==> src/rtl/ss_seq_pkg.sv <==
package ss_seq_pkg;

  typedef enum logic [1:0] {
    SS_IDLE = 2'd0,
    SS_RUN  = 2'd1,
    SS_DONE = 2'd2
  } ssState_t;

  // strobes from control to the counting datapath
  typedef struct packed {
    logic clrAll;
    logic incCycle;
    logic advStage;
  } ssCtrl_t;

endpackage

==> src/rtl/ss_seq_dpath.sv <==
module ss_seq_dpath
  import ss_seq_pkg::*;
#(
  parameter int STAGE_CYCLES = 110,
  parameter int NUM_STAGES   = 4,
  localparam int CNT_W = (STAGE_CYCLES > 1) ? $clog2(STAGE_CYCLES) : 1,
  localparam int STG_W = (NUM_STAGES > 1) ? $clog2(NUM_STAGES) : 1
) (
  input  logic             clk,
  input  logic             rstN,
  input  ssCtrl_t          ctrl,
  output logic             cntAtEnd,
  output logic             lastStage,
  output logic [STG_W-1:0] stageIdx
);

  localparam logic [CNT_W-1:0] CNT_LAST = CNT_W'(STAGE_CYCLES - 1);
  localparam logic [STG_W-1:0] STG_LAST = STG_W'(NUM_STAGES - 1);

  logic [CNT_W-1:0] cycleCnt;

  assign cntAtEnd  = (cycleCnt == CNT_LAST);
  assign lastStage = (stageIdx == STG_LAST);

  always_ff @(posedge clk) begin
    if (!rstN || ctrl.clrAll) begin
      cycleCnt <= '0;
    end else if (ctrl.incCycle) begin
      cycleCnt <= cntAtEnd ? '0 : cycleCnt + 1'b1;
    end
  end

  always_ff @(posedge clk) begin
    if (!rstN || ctrl.clrAll) begin
      stageIdx <= '0;
    end else if (ctrl.advStage && !lastStage) begin
      stageIdx <= stageIdx + 1'b1;
    end
  end

endmodule

==> src/rtl/ss_seq_ctrl.sv <==
module ss_seq_ctrl
  import ss_seq_pkg::*;
#(
  parameter int NUM_STAGES = 4,
  localparam int STG_W = (NUM_STAGES > 1) ? $clog2(NUM_STAGES) : 1
) (
  input  logic             clk,
  input  logic             rstN,
  input  logic             cycleStrobe,
  input  logic             enable,
  input  logic             biasReady,
  input  logic             cntAtEnd,
  input  logic             lastStage,
  input  logic [STG_W-1:0] stageIdx,
  output ssCtrl_t          ctrl,
  output logic [STG_W-1:0] ilimCode,
  output logic             dblOffTime,
  output logic             offsetAssist,
  output logic             firstLowSide,
  output logic             ssDone
);

  localparam logic [STG_W-1:0] STG_TOP = STG_W'(NUM_STAGES - 1);

  ssState_t state, stateNext;
  logic     active;
  logic     pulseSeen;
  logic     rampEnd;

  assign active  = enable && biasReady;
  assign rampEnd = (state == SS_RUN) && cycleStrobe && cntAtEnd && lastStage;

  always_comb begin
    ctrl.clrAll   = !active || (state == SS_IDLE);
    ctrl.incCycle = (state == SS_RUN) && cycleStrobe;
    ctrl.advStage = (state == SS_RUN) && cycleStrobe && cntAtEnd;
  end

  always_comb begin
    stateNext = state;
    if (!active) begin
      stateNext = SS_IDLE;
    end else begin
      unique case (state)
        SS_IDLE: stateNext = SS_RUN;
        SS_RUN:  if (rampEnd) stateNext = SS_DONE;
        SS_DONE: stateNext = SS_DONE;
        default: stateNext = SS_IDLE;
      endcase
    end
  end

  always_ff @(posedge clk) begin
    if (!rstN) begin
      state <= SS_IDLE;
    end else begin
      state <= stateNext;
    end
  end

  always_ff @(posedge clk) begin
    if (!rstN || state != SS_RUN || !active) begin
      pulseSeen <= 1'b0;
    end else if (cycleStrobe) begin
      pulseSeen <= 1'b1;
    end
  end

  always_comb begin
    ilimCode     = '0;
    dblOffTime   = 1'b0;
    offsetAssist = 1'b0;
    firstLowSide = 1'b0;
    ssDone       = 1'b0;
    unique case (state)
      SS_RUN: begin
        ilimCode     = stageIdx;
        dblOffTime   = (stageIdx == '0);
        offsetAssist = (stageIdx == '0);
        firstLowSide = !pulseSeen;
      end
      SS_DONE: begin
        ilimCode = STG_TOP;
        ssDone   = 1'b1;
      end
      default: ;
    endcase
  end

endmodule

==> src/rtl/ss_seq.sv <==
module ss_seq
  import ss_seq_pkg::*;
#(
  parameter int STAGE_CYCLES = 110,
  parameter int NUM_STAGES   = 4,
  localparam int STG_W = (NUM_STAGES > 1) ? $clog2(NUM_STAGES) : 1
) (
  input  logic             clk,
  input  logic             rstN,
  input  logic             cycleStrobe,
  input  logic             enable,
  input  logic             biasReady,
  output logic [STG_W-1:0] ilimCode,
  output logic             dblOffTime,
  output logic             offsetAssist,
  output logic             firstLowSide,
  output logic             ssDone
);

  ssCtrl_t          ctrl;
  logic             cntAtEnd;
  logic             lastStage;
  logic [STG_W-1:0] stageIdx;

  ss_seq_ctrl #(.NUM_STAGES(NUM_STAGES)) u_ctrl (
    .clk(clk), .rstN(rstN), .cycleStrobe(cycleStrobe),
    .enable(enable), .biasReady(biasReady),
    .cntAtEnd(cntAtEnd), .lastStage(lastStage), .stageIdx(stageIdx),
    .ctrl(ctrl), .ilimCode(ilimCode), .dblOffTime(dblOffTime),
    .offsetAssist(offsetAssist), .firstLowSide(firstLowSide), .ssDone(ssDone)
  );

  ss_seq_dpath #(.STAGE_CYCLES(STAGE_CYCLES), .NUM_STAGES(NUM_STAGES)) u_dpath (
    .clk(clk), .rstN(rstN), .ctrl(ctrl),
    .cntAtEnd(cntAtEnd), .lastStage(lastStage), .stageIdx(stageIdx)
  );

endmodule

==> config.mk <==
export PLATFORM = sky130hd
export DESIGN_NAME = ss_seq
export DESIGN_NICKNAME = d
export VERILOG_FILES = /design/src/rtl/ss_seq_pkg.sv /design/src/rtl/ss_seq_dpath.sv /design/src/rtl/ss_seq_ctrl.sv /design/src/rtl/ss_seq.sv
export SDC_FILE = /design/constraint.sdc
export NUM_CORES = 1
export LEC_CHECK = 0
export ABC_AREA = 1
export BUFFER_PORTS_ARGS = -buffer_cell sky130_fd_sc_hd__buf_2
export CORE_MARGIN = 2
export CORE_UTILIZATION = 48
export DETAILED_ROUTE_END_ITERATION = 8
export PLACE_DENSITY = 0.73
export SYNTH_ARGS = -nofsm -noshare
export SYNTH_HDL_FRONTEND = slang
export SYNTH_SLANG_ARGS = --single-unit
==> constraint.sdc <==
create_clock -name clk -period 1.5 [get_ports clk]
set_clock_uncertainty 0.2 [all_clocks]
set_input_delay 0.075 -clock clk [delete_from_list [all_inputs] [get_ports clk]]
set_output_delay 0.075 -clock clk [all_outputs]
set_load 0.02 [all_outputs]
==> reports/qor.yml <==
worst_hold_path:
  hold_class: "reg2reg"
logic_synthesis:
  seq_area_frac_synth_pct: 33.0
  synthesis.area_um2: 728
  synth.area.top_cells: "dfxtp_1 33%, ha_1 12%, nand2_1 9.8%"
  netlist_instances: 98
  synth_top_area_share_pct: 33.0
  avgSynthCellArea_um2: 7.43
  syn-num-nets: 110
  ys_ff_latch: 12
  yosysWarnings: 0
  yosysUniqueCellTypes: 20
  yosysTopAreaCell: "dfxtp_1"
grt:
  grt_pass1_vias: 657
  grt_pass1_wl_mm: 2.66
  antenna_found_initial: 0
  grt.overflow.total: 0
  grt.total_usage_pct: 19.8
  grt_max_degree: 8
detailed_routing:
  drtAntennaViolNets: 0
  drc: 0
  wirelength_mm: 1.62
  wl_per_cell_um: 11.9
  drt-pass1-iter-count: 4
  vias_per_cell: 4.98
  num_vias: 677
  drt_first_iter_violations: 12
floorplanning:
  start_util_pct: 49.5
  die_h_um: 43.0
  core_area_um2: 1470
  io_pins: 11
  die_x_um: 43.0
  dieArea_um2: 1840
  row_count: 14
cells_and_area:
  drive_gt1_share_pct: 40.8
  final_cells: 136
  layout.nets: 133
  area_growth_pct: 40.5
  design_area_um2: 1020
  diodes: 0
pwr:
  switching_share_pct: 24.9
  p_int_uw: 507
  p_sw_uw: 168
  max-vdd-ir-drop_mv: 0.531
  seqPwrFrac_pct: 47.7
  p_comb_share_pct: 11.5
  pwr-share-clk_pct: 40.7
  pwr_density_cell_nw_per_um2: 660
  leakage_nw: 0.414
clocking:
  cts-root-buf: "clkbuf_4"
  cts_buffers: 3
  clock_latency_ps: 290
  path_clk_slew_ps: 90
  clock_sinks: 12
  cts_max_level: 1
  cts_buffer_depth: 2
  cts_tree: "built"
setup_path:
  crit_fanout: 5
  reg2regPathDepth: 8
  timing_worst_setup_path_type: "reg2out"
  crit_required_ps: 1220
  cp-startpoint: "u_ctrl.state[1]"
  startpoint_type: "register"
  crit_cells: 6
  path_cells: "inv_4 -> ha_4 -> buf_6 -> nand2_4 -> a21oi_2 -> buf_4"
  critPathTopFamily: "buffers and inverters"
  cpPeakStageDelay_ps: 350
  end_kind: "output pin"
  timing.rr.end: "u_ctrl.state[1]"
  cp-endpoint: "ilimCode[0]"
  reg2reg_from: "u_ctrl.state[1]"
  worstPathArrival_ps: 1290
  rrSetupSlack_ps: -50
  worst-path-buf-inv: 3
  cp_slowest_cell: "dfxtp_2"
timing:
  finalSetupViolCount: 8
  period_share_pct: 105
  slew_headroom_pct: 82.8
  fin_ws_ps: -67.9
  grt_setup_unrepaired: "true"
  worstMarginPinSlew_ps: 257
  finalSetupTns_ps: -308
  min_period_ps: 1570
  hold_violations: 0
  clock.fmax_mhz: 638
  slew_violations: 0
placement:
  gp_congestion: 0.798
  dpl.hpwl_um: 963
  place_inst: 125
  portBuffers: 10
  dpl_cell_area_um2: 802
status:
  status: "complete, but fails checks"
  violations: "setup timing"
flow_run:
  drv_cap: 0
Yosys cell counts:
library cell and n:
a21boi_1 1, a21oi_1 4, buf_4 1, buf_6 1
dfxtp_1 12, ha_1 7, inv_1 14, mux2_1 1
nand2_1 19, nand2_2 2, nand3_1 7, nand3_2 2
nand4_1 3, nor2_1 14, nor2_2 2, nor2_4 2
nor3_1 2, nor3b_2 1, o21ai_0 1, xor2_1 2
metrics by stage:
step	setup slack, ps	utilization, %	hold slack, ps	power, mW
2_1_floorplan	96.4	-	26.6	0.359
3_3_place_gp	6.23	54.5	187	0.370
3_5_place_dp	-38.6	54.5	188	0.370
4_1_cts	-65.4	65.1	87.8	0.664
5_1_grt	-128	69.6	340	0.696
6_report	-67.9	69.6	308	0.675
logic make-up after synthesis:
| logic type | Yosys count | share of synthesized area (%) |
|---|---|---|
| adders and majority gates | 7 | 12.0 |
| muxes | 1 | 1.55 |
| DFF | 12 | 33.0 |
| buffers and inverters | 16 | 9.79 |
| AOI/OAI and AO/OA | 6 | 4.47 |
| xor gates and xnor gates | 2 | 2.41 |
| and+or+nand+nor | 54 | 36.8 |
registers in the layout, indices dropped and copies added, names as in the netlist:
register,count
u_ctrl.state,2
u_ctrl.pulseSeen,1
u_dpath.stageIdx,2
u_dpath.cycleCnt,7
timing repair:
item / in CTS / in global routing
buffers inserted: 3 / 0
pin swaps: 7 / 8
gates resized for setup: 20 / 17
endpoints found under the hold margin: 3 / 1
hold buffers: 3 / 2
setup endpoints to repair: 15 / 17
power groups by stage:
| stage | clock network [mW] | registers [mW] | logic, mW |
|---|---|---|---|
| floorplan | 0 | 0.328 | 0.0303 |
| global placement | 0 | 0.329 | 0.0410 |
| detailed placement | 0 | 0.329 | 0.0417 |
| CTS | 0.279 | 0.322 | 0.0626 |
| global route | 0.289 | 0.323 | 0.0846 |
| finish | 0.275 | 0.322 | 0.0778 |
tightest hold or removal path, delay by kind of cell, from the launching register on:
family,cells,cell delay (ps)
flip-flops,1,350
AND/OR/NAND/NOR,1,70
AO/OA/AOI/OAI,1,50
worst min path at each step:
stage | start | endpoint | slack (ps) | cells past startpoint
floorplan | cycleStrobe | u_ctrl.pulseSeen | 30 | 2
global placement | biasReady | u_ctrl.pulseSeen | 190 | 3
detailed placement | biasReady | u_ctrl.pulseSeen | 190 | 3
CTS | rstN | u_dpath.cycleCnt[5] | 90 | 5
global route | u_dpath.stageIdx[0] | u_dpath.stageIdx[0] | 340 | 2
finish | u_dpath.stageIdx[0] | u_dpath.stageIdx[0] | 310 | 2
cell type report:
cell class	count	area, um^2
multi-input combinational	70	504
fill	114	448
sequential	12	245
timing repair buffer	20	163
inverter	14	55.1
clock buffer	4	36.3
tap	16	20.0
layer usage:
layer	vias up	GRT usage [%]	share of wire (%)
li1	357	-	-
met1	302	23.0	43
met2	13	32.4	52
met3	5	3.83	3.1
met4	0	13.3	2.1
met5	-	0	0
layout by cell type, fill, tap and decap left out:
master,Yosys,layout
a21boi_1,1,1
a21oi_2,0,4
buf_2,0,5
buf_4,1,7
buf_6,1,4
clkbuf_4,0,3
clkbuf_8,0,1
dfxtp_1,12,8
dfxtp_2,0,4
dlygate4sd3_1,0,4
ha_1,7,5
ha_4,0,2
inv_1,14,9
inv_2,0,4
inv_4,0,1
mux2_1,1,1
nand2_1,19,16
nand2_2,2,1
nand2_4,0,4
nand3_1,7,6
nand3_2,2,2
nand3_4,0,1
nand4_1,3,3
nor2_1,14,13
nor2_2,2,2
nor2_4,2,3
nor3_1,2,2
nor3b_2,1,1
o21ai_0,1,1
xor2_1,2,2
No activity file was read; power rests on OpenSTA's default activity.
